## src/rtl/irq_route_pkg.sv

```systemverilog
package irq_route_pkg;
  localparam int BYTE_W = 8;
  typedef logic [BYTE_W-1:0] route_t;
  // Any value of 16 or more disables a line; 0x80 is the reset choice.
  localparam route_t ROUTE_RESET = 8'h80;
endpackage

```

## src/rtl/irq_route_regs.sv

```systemverilog
module irq_route_regs
  import irq_route_pkg::*;
#(
  parameter int NUM_PIRQ = 4
) (
  input  logic                       clk,
  input  logic                       rst,
  input  logic                       wr_en,
  input  logic [NUM_PIRQ-1:0]        wr_be,
  input  logic [NUM_PIRQ*BYTE_W-1:0] wr_data,
  output route_t [NUM_PIRQ-1:0]      route_q,
  output route_t [NUM_PIRQ-1:0]      route_nxt
);
  for (genvar p = 0; p < NUM_PIRQ; p++) begin : g_reg
    // Write-merged next value, also used by the level matrix so that a
    // re-steer costs no extra cycle.
    always_comb begin
      route_nxt[p] = (wr_en && wr_be[p]) ? wr_data[p*BYTE_W +: BYTE_W] : route_q[p];
    end

    always_ff @(posedge clk) begin
      if (rst) route_q[p] <= ROUTE_RESET;
      else     route_q[p] <= route_nxt[p];
    end
  end
endmodule

```

## src/rtl/irq_level_matrix.sv

```systemverilog
module irq_level_matrix
  import irq_route_pkg::*;
#(
  parameter int NUM_PIRQ = 4,
  parameter int NUM_IRQ  = 16
) (
  input  logic                  clk,
  input  logic                  rst,
  input  logic [NUM_PIRQ-1:0]   pirq_lvl,
  input  route_t [NUM_PIRQ-1:0] route_nxt,
  output logic [NUM_IRQ-1:0]    irq_out
);
  localparam int VEC_W = NUM_PIRQ * NUM_IRQ;

  logic [VEC_W-1:0] lvl_d;
  logic [VEC_W-1:0] lvl_q;

  // One bit per (line, request) pair, index line*NUM_PIRQ + request.
  // A register value outside 0..NUM_IRQ-1 matches no line, which is how
  // a disabled request drops out.
  for (genvar l = 0; l < NUM_IRQ; l++) begin : g_line
    for (genvar p = 0; p < NUM_PIRQ; p++) begin : g_src
      assign lvl_d[l*NUM_PIRQ + p] = pirq_lvl[p] && (route_nxt[p] == BYTE_W'(l));
    end
    assign irq_out[l] = |lvl_q[l*NUM_PIRQ +: NUM_PIRQ];
  end

  always_ff @(posedge clk) begin
    if (rst) lvl_q <= '0;
    else     lvl_q <= lvl_d;
  end
endmodule

```

## src/rtl/irq_pin_swizzle.sv

```systemverilog
module irq_pin_swizzle
  import irq_route_pkg::*;
#(
  parameter int NUM_PIRQ = 4,
  parameter int NUM_IRQ  = 16,
  parameter int SLOT_W   = 5,
  localparam int PIRQ_W  = $clog2(NUM_PIRQ),
  localparam int IRQ_W   = $clog2(NUM_IRQ)
) (
  input  logic [SLOT_W-1:0]     slot,
  input  logic [1:0]            intx,
  input  route_t [NUM_PIRQ-1:0] route_q,
  output logic [PIRQ_W-1:0]     pirq,
  output logic                  en,
  output logic [IRQ_W-1:0]      irq
);
  localparam route_t IRQ_LIMIT = BYTE_W'(NUM_IRQ);

  route_t sel;

  always_comb begin
    // Truncation to PIRQ_W bits performs the modulo.
    pirq = PIRQ_W'(intx) + slot[PIRQ_W-1:0] - PIRQ_W'(1);
    sel  = route_q[pirq];
    en   = sel < IRQ_LIMIT;
    irq  = en ? sel[IRQ_W-1:0] : '1;
  end
endmodule

```

## src/rtl/irq_line_router.sv

```systemverilog
module irq_line_router
  import irq_route_pkg::*;
#(
  parameter int NUM_PIRQ = 4,
  parameter int NUM_IRQ  = 16,
  parameter int SLOT_W   = 5,
  localparam int PIRQ_W  = $clog2(NUM_PIRQ),
  localparam int IRQ_W   = $clog2(NUM_IRQ)
) (
  input  logic                       clk,
  input  logic                       rst,
  input  logic [NUM_PIRQ-1:0]        pirq_lvl,
  input  logic                       cfg_wr_en,
  input  logic [NUM_PIRQ-1:0]        cfg_wr_be,
  input  logic [NUM_PIRQ*BYTE_W-1:0] cfg_wr_data,
  output logic [NUM_PIRQ*BYTE_W-1:0] cfg_rd_data,
  output logic [NUM_PIRQ-1:0]        route_en,
  output logic [NUM_IRQ-1:0]         irq_out,
  input  logic [SLOT_W-1:0]          dev_slot,
  input  logic [1:0]                 dev_intx,
  output logic [PIRQ_W-1:0]          pin_pirq,
  output logic                       pin_route_en,
  output logic [IRQ_W-1:0]           pin_route_irq
);
  localparam route_t IRQ_LIMIT = BYTE_W'(NUM_IRQ);

  route_t [NUM_PIRQ-1:0] route_q;
  route_t [NUM_PIRQ-1:0] route_nxt;

  irq_route_regs #(.NUM_PIRQ(NUM_PIRQ)) regs_i (
    .clk       (clk),
    .rst       (rst),
    .wr_en     (cfg_wr_en),
    .wr_be     (cfg_wr_be),
    .wr_data   (cfg_wr_data),
    .route_q   (route_q),
    .route_nxt (route_nxt)
  );

  irq_level_matrix #(.NUM_PIRQ(NUM_PIRQ), .NUM_IRQ(NUM_IRQ)) matrix_i (
    .clk       (clk),
    .rst       (rst),
    .pirq_lvl  (pirq_lvl),
    .route_nxt (route_nxt),
    .irq_out   (irq_out)
  );

  irq_pin_swizzle #(.NUM_PIRQ(NUM_PIRQ), .NUM_IRQ(NUM_IRQ), .SLOT_W(SLOT_W)) swz_i (
    .slot    (dev_slot),
    .intx    (dev_intx),
    .route_q (route_q),
    .pirq    (pin_pirq),
    .en      (pin_route_en),
    .irq     (pin_route_irq)
  );

  assign cfg_rd_data = route_q;

  for (genvar p = 0; p < NUM_PIRQ; p++) begin : g_en
    assign route_en[p] = route_q[p] < IRQ_LIMIT;
  end
endmodule

```

## config.mk

```make
export PLATFORM = sky130hd
export DESIGN_NAME = irq_line_router
export DESIGN_NICKNAME = d
export VERILOG_FILES = /design/src/rtl/irq_route_pkg.sv /design/src/rtl/irq_route_regs.sv /design/src/rtl/irq_level_matrix.sv /design/src/rtl/irq_pin_swizzle.sv /design/src/rtl/irq_line_router.sv
export SDC_FILE = /design/constraint.sdc
export NUM_CORES = 1
export LEC_CHECK = 0
export BUFFER_PORTS_ARGS = -buffer_cell sky130_fd_sc_hd__buf_2
export CORE_MARGIN = 3
export CORE_UTILIZATION = 25
export DETAILED_ROUTE_END_ITERATION = 8
export PLACE_DENSITY = 0.55
export SLEW_MARGIN = 20
export SYNTH_ARGS = -nofsm -noshare
export SYNTH_HDL_FRONTEND = slang
export SYNTH_SLANG_ARGS = --single-unit
```

## constraint.sdc

```tcl
create_clock -name clk -period 1.6 [get_ports clk]
set_input_delay 0.08 -clock clk [delete_from_list [all_inputs] [get_ports clk]]
set_output_delay 0.08 -clock clk [all_outputs]
set_load 0.01 [all_outputs]
```

==> results of run 1 <==
==> flip-flops by register name, indices dropped and copies added (netlist names) <==
register        cells
regs_i.route_q     32
matrix_i.lvl_q     64
==> power groups by stage <==
stage | registers [mW] | clock network (mW) | logic, mW
after floorplan | 2.54 | 0 | 0.291
after global placement | 2.53 | 0 | 0.555
after detailed placement | 2.53 | 0 | 0.562
after CTS | 2.48 | 2.14 | 0.601
after global routing | 2.49 | 2.27 | 0.664
final | 2.49 | 2.10 | 0.607
==> layer usage <==
metal / vias up / GRT usage [%]
met3: 12 / 3.11
met2: 85 / 24.6
li1: 1489 / -
met1: 1401 / 18.1
met4: 0 / 5.61
met5: - / 0
==> worst max-delay path, stage by stage, from the launching register on <==
cell and delay, ps:
dfxtp_1 410, nor4_4 50, buf_4 140, mux4_2 500, nand2b_1 100, buf_2 130
==> placed cells by master (no fill, tap or decap), types with 2 or more instances in the layout <==
cell type / netlist / layout
clkinvlp_4: 0 / 2
buf_4: 0 / 30
nand3b_2: 3 / 3
nand2_1: 23 / 23
nor4_4: 0 / 4
a21oi_1: 15 / 15
nand3_1: 18 / 17
mux4_1: 3 / 3
nand3b_1: 11 / 11
nor2_2: 0 / 3
nor4_2: 1 / 2
dfxtp_2: 0 / 8
or4_1: 16 / 16
nand2_2: 3 / 3
and3_1: 4 / 4
mux2_2: 7 / 7
buf_2: 1 / 104
clkbuf_16: 0 / 9
a211o_1: 3 / 3
mux2i_1: 14 / 14
mux4_2: 2 / 2
inv_2: 0 / 2
nor2b_1: 3 / 3
dfxtp_1: 96 / 87
or2_2: 2 / 2
nor2_1: 63 / 60
inv_1: 5 / 3
nor4_1: 15 / 10
nor3_1: 8 / 8
nand2b_1: 8 / 8
==> cells in the mapped netlist <==
cell type	number
a211o_1	3
a211oi_1	1
a21boi_0	1
a21oi_1	15
a32o_1	1
a32oi_1	1
and2_1	1
and3_1	4
buf_2	1
buf_6	1
clkbuf_1	9
dfxtp_1	96
ha_1	1
inv_1	5
mux2_2	7
mux2i_1	14
mux4_1	3
mux4_2	2
nand2_1	23
nand2_2	3
nand2b_1	8
nand3_1	18
nand3b_1	11
nand3b_2	3
nor2_1	63
nor2b_1	3
nor3_1	8
nor4_1	15
nor4_2	1
or2_2	2
or3_1	1
or3_4	1
or4_1	16
xnor2_2	1
xor2_1	1
==> kinds of logic (layout without fill, tap and decap cells) <==
| group | Yosys count | count (layout) | share of synthesized area (%) |
|---|---|---|---|
| adders and majority gates | 1 | 1 | 0.363 |
| other | 0 | 1 | 0 |
| and+or+nand+nor | 181 | 181 | 27.4 |
| muxes | 26 | 26 | 9.93 |
| DFF | 96 | 96 | 55.7 |
| xor gates and xnor gates | 2 | 2 | 0.725 |
| AOI/OAI and AO/OA | 22 | 22 | 3.92 |
| buffers and inverters | 16 | 157 | 1.99 |
==> worst paths after layout <==
path / startpoint / end / slack (ps) / depth (start not counted)
hold / removal: cfg_wr_data[30] / regs_i.route_q[30] / 10 / 3
setup / recovery: regs_i.route_q[12] / pin_route_irq[1] / -140 / 5
hold reg to reg: regs_i.route_q[21] / regs_i.route_q[21] / 490 / 2
setup reg to reg: regs_i.route_q[20] / matrix_i.lvl_q[26] / 100 / 5
==> area by class of cell <==
| cell class | count | area, um^2 |
|---|---|---|
| antenna | 1 | 2.50 |
| clock buffer | 10 | 229 |
| clock inverter | 6 | 67.6 |
| fill | 1378 | 8540 |
| inverter | 5 | 18.8 |
| multi-input combinational | 232 | 1570 |
| sequential | 96 | 1940 |
| tap | 176 | 220 |
| timing repair buffer | 136 | 767 |
==> what timing repair did <==
| action | in CTS | in global routing |
|---|---|---|
| gates resized for setup | 22 | 6 |
| cloned | 0 | 0 |
| pin swaps | 4 | 1 |
| endpoints found under the hold margin | 1 | 0 |
| endpoints found under the setup margin | 6 | 6 |
| hold buffers | 1 | 0 |
| buffers inserted | 6 | 1 |
==> impl_metrics.toml, run 1 <==
[worst_setup_path]
cp_max_fo = 5
end_kind = "primary output"
critical_path_required_ps = 1520
critical_path_class = "reg2out"
arrival_ps = 1660
start_kind = "flop"

[floorplanning]
core-area_um2 = 13300
die_h_um = 123
start_util_pct = 25.9
ioPinCount = 109
die-area_um2 = 15200
num_rows = 42
die_x_um = 123

[route]
drtPass1Iterations = 4
wl_per_cell_um = 16.2
drt_wl_total_um = 10700
wl_met2_um = 5220
dr.max_layer_used = "met4"
routed_via_density = 4.51
wl_met1_um = 4600
dr.first_iter.drc_count = 163
dr_wl_met3_um = 687
final_antenna_net_count = 0
drc = 0
vias = 2987

[logic_synthesis]
synth.distinct_cells = 35
yosysSeqAreaShare_pct = 55.7
avgSynthCellArea_um2 = 10.0
synth_area_leaders = "dfxtp_1 56%, nor2_1 6.9%, mux2i_1 4.1%"
synthesis.nets = 395
mappedNetlistArea_um2 = 3450
syn_inst = 344
yosys_warnings = 0
synth.top_cell.area_share_pct = 55.7
synth-seq-cells = 96
yosysTopAreaCell = "dfxtp_1"

[sta]
setup_ws_ps = -140
period_minus_slack_ps = 1740
slew_viol_final = 0
skew_ps = 9.21
hold_viol_final = 0
fmax_mhz = 575
finalSetupTns_ps = -629
finalCritPeriodShare_pct = 109
rsz0062_at_grt = "yes"
setup_violations = 5
slew_headroom_pct = 63.4
hold_slack_ps = 11.6
worst_pin_slew_ps = 534

[worst_hold_path]
hold_class = "in2reg"

[global_routing]
antenna_found_initial = 1
grt_max_degree = 17
grt_pass1_wl_um = 16900
track_usage_pct = 14.5
grt_pass1_vias = 3141
grt_overflow = 0

[power_and_ir_drop]
combPwrFrac_pct = 11.7
power_leakage_nw = 2.17
swShare_pct = 24.1
ir_worst_vdd_mv = 0.497
pwr_density_cell_nw_per_um2 = 1080
p_switching_mw = 1.25
pwr-share-seq_pct = 47.9
p_total_mw = 5.19
p_int_mw = 3.94
p_clk_share_pct = 40.4

[clocking]
insertion_delay_ps = 330
path_clk_slew_ps = 60
htree_levels = 3
clock-root-buffer = "clkbuf_16"
cts-buffers-inserted = 9
clock_path_buffers = 2
cts_sinks = 96
cts_tree = "yes"

[final_layout]
final_cells = 662
postLayoutCellArea_um2 = 4810
final_util_pct = 36.0
final_nets = 531
layout-area-overhead-vs-synth_pct = 39.4
drive_gt1_share_pct = 39.6

[place]
placed_area_um2 = 4330
place_inst = 637
place.gp.congestion = 0.866
dp_hpwl_um = 8470
portBuffers = 105
preCtsSetupSlack_ps = -162

[run_status]
violations = "negative setup slack"
status = "finished, violations left"

[run]
cap_violations = 0
No activity file was read; power rests on OpenSTA's default activity.
==> run 2: changes to the inputs <==
==> constraint.sdc (replaced) <==
create_clock -name clk -period 1.6 [get_ports clk]
set_input_delay 0.08 -clock clk [delete_from_list [all_inputs] [get_ports clk]]
set_output_delay 0.08 -clock clk [all_outputs]
set_load 0.1 [all_outputs]
==> impl_metrics.toml, run 2 (synthesis results as in run 1) <==
[final_layout]
top_register = "matrix_i.lvl_q"
final_util_pct = 39.3
reg_top3 = "matrix_i.lvl_q x64, regs_i.route_q x32"
largest_reg_flops = 64
most-common-layout-cells = "88 x buf_2, 80 x dfxtp_1, 63 x nor2_1"
final_nets = 547
drive_gt1_share_pct = 43.3
final_common_cell = "buf_2"
postLayoutCellArea_um2 = 5250
layout-area-overhead-vs-synth_pct = 52.0

[clocking]
path_clk_slew_ps = 80
cts_sinks = 96
htree_levels = 3
insertion_delay_ps = 350
cts_tree = "yes"
clock_path_buffers = 2
cts-buffers-inserted = 9
clock-root-buffer = "clkbuf_16"

[sta]
worst_pin_slew_ps = 517
hold_slack_ps = 0.818
skew_ps = 11.1
slew_headroom_pct = 64.5
setup_ws_ps = -248
rsz0062_at_grt = "yes"
setup_violations = 5
finalCritPeriodShare_pct = 115
hold_viol_final = 0
slew_viol_final = 0
fmax_mhz = 541
period_minus_slack_ps = 1850

[place]
portBuffers = 105
preCtsSetupSlack_ps = -279
placed_area_um2 = 4760
place.gp.congestion = 0.869
dp_hpwl_um = 8810

[worst_setup_path]
crit_family = "simple AND/OR/NAND/NOR gates"
crit_chain = "nor4_4, mux4_2, buf_12, nand2b_4, buf_12"
slowest_stage = "mux4_2"
path_common_cell = "buf_12"
end_kind = "primary output"
critical_path_class = "reg2out"
path_buf_inv = 2
arrival_ps = 1770
critical_path_required_ps = 1520
start_kind = "flop"
critPathMaxStageDelay_ps = 400
cp_max_fo = 3

[run_status]
status = "finished, violations left"
violations = "negative setup slack"

[power_and_ir_drop]
p_clk_share_pct = 36.3
ir_worst_vdd_mv = 0.489
p_int_mw = 3.98
pwr-share-seq_pct = 41.5
p_switching_mw = 1.97
combPwrFrac_pct = 22.1
swShare_pct = 33.1
power_leakage_nw = 2.39
pwr_density_cell_nw_per_um2 = 1130

[route]
final_antenna_net_count = 0
drt_wl_total_um = 11200
drc = 0
dr.first_iter.drc_count = 140
routed_via_density = 4.55
drtPass1Iterations = 4
wl_per_cell_um = 16.5
vias = 3086

[worst_hold_path]
hold_class = "in2reg"

[global_routing]
grt_overflow = 0
grt_max_degree = 21
track_usage_pct = 15.0
grt_pass1_vias = 3152
antenna_found_initial = 1
grt_pass1_wl_um = 17100

[floorplanning]
core-area_um2 = 13300
die_x_um = 123
die-area_um2 = 15200
die_h_um = 123
num_rows = 42
start_util_pct = 25.9
ioPinCount = 109

[run]
cap_violations = 0
run 2: per-stage QoR:
step                TNS [ps]  std cells  total power, mW
finish                 -1160        678             5.95
floorplan             -49100        344             3.36
global route           -1430        678             6.14
detailed placement     -1230        653             3.77
CTS                    -1220        676             5.95
global placement       -1180        653             3.76
run 2: final cells by class:
type,instances,area (um^2)
Antenna cell,1,2.50
Clock buffer,9,225
Clock inverter,7,83.8
Fill cell,1360,8100
Inverter,5,18.8
Multi-Input combinational cell,232,1640
Sequential cell,96,1970
Tap cell,176,220
Timing Repair Buffer,152,1080
run 2: repair_timing:
action,in CTS,in global routing
hold endpoints to repair,5,0
pin swaps,1,4
hold buffers,5,0
resized for setup,6,15
setup buffers,2,1
endpoints found under the setup margin,9,11
run 2: final timing paths:
| check | startpoint | cells past startpoint | slack (ps) | to |
|---|---|---|---|---|
| worst min register to register | regs_i.route_q[4] | 2 | 490 | regs_i.route_q[4] |
| worst max-delay path | regs_i.route_q[31] | 5 | -250 | pin_route_irq[3] |
| worst min-delay path | cfg_wr_data[12] | 3 | 0.8 | regs_i.route_q[12] |
| worst max register to register | regs_i.route_q[15] | 4 | 110 | matrix_i.lvl_q[53] |
run 2: power groups by stage:
| stage | logic [mW] | clock network (mW) | registers (mW) |
|---|---|---|---|
| after floorplan | 0.557 | 0 | 2.81 |
| final | 1.31 | 2.16 | 2.47 |
| after CTS | 1.28 | 2.19 | 2.47 |
| after global placement | 1.23 | 0 | 2.52 |
| after detailed placement | 1.24 | 0 | 2.53 |
| after global routing | 1.38 | 2.29 | 2.48 |
run 2: metal layers:
metal | up-vias | part of all wire (%) | GRT usage [%]
met5 | - | 0 | 0
met4 | 0 | 1.3 | 4.64
met3 | 11 | 5.9 | 3.25
met2 | 100 | 49 | 25.2
met1 | 1454 | 44 | 19.3
li1 | 1521 | - | -
run 2: worst min-delay path, stage by stage:
cell and delay [ps]:
buf_2 100, nand3_1 70, a21oi_1 60
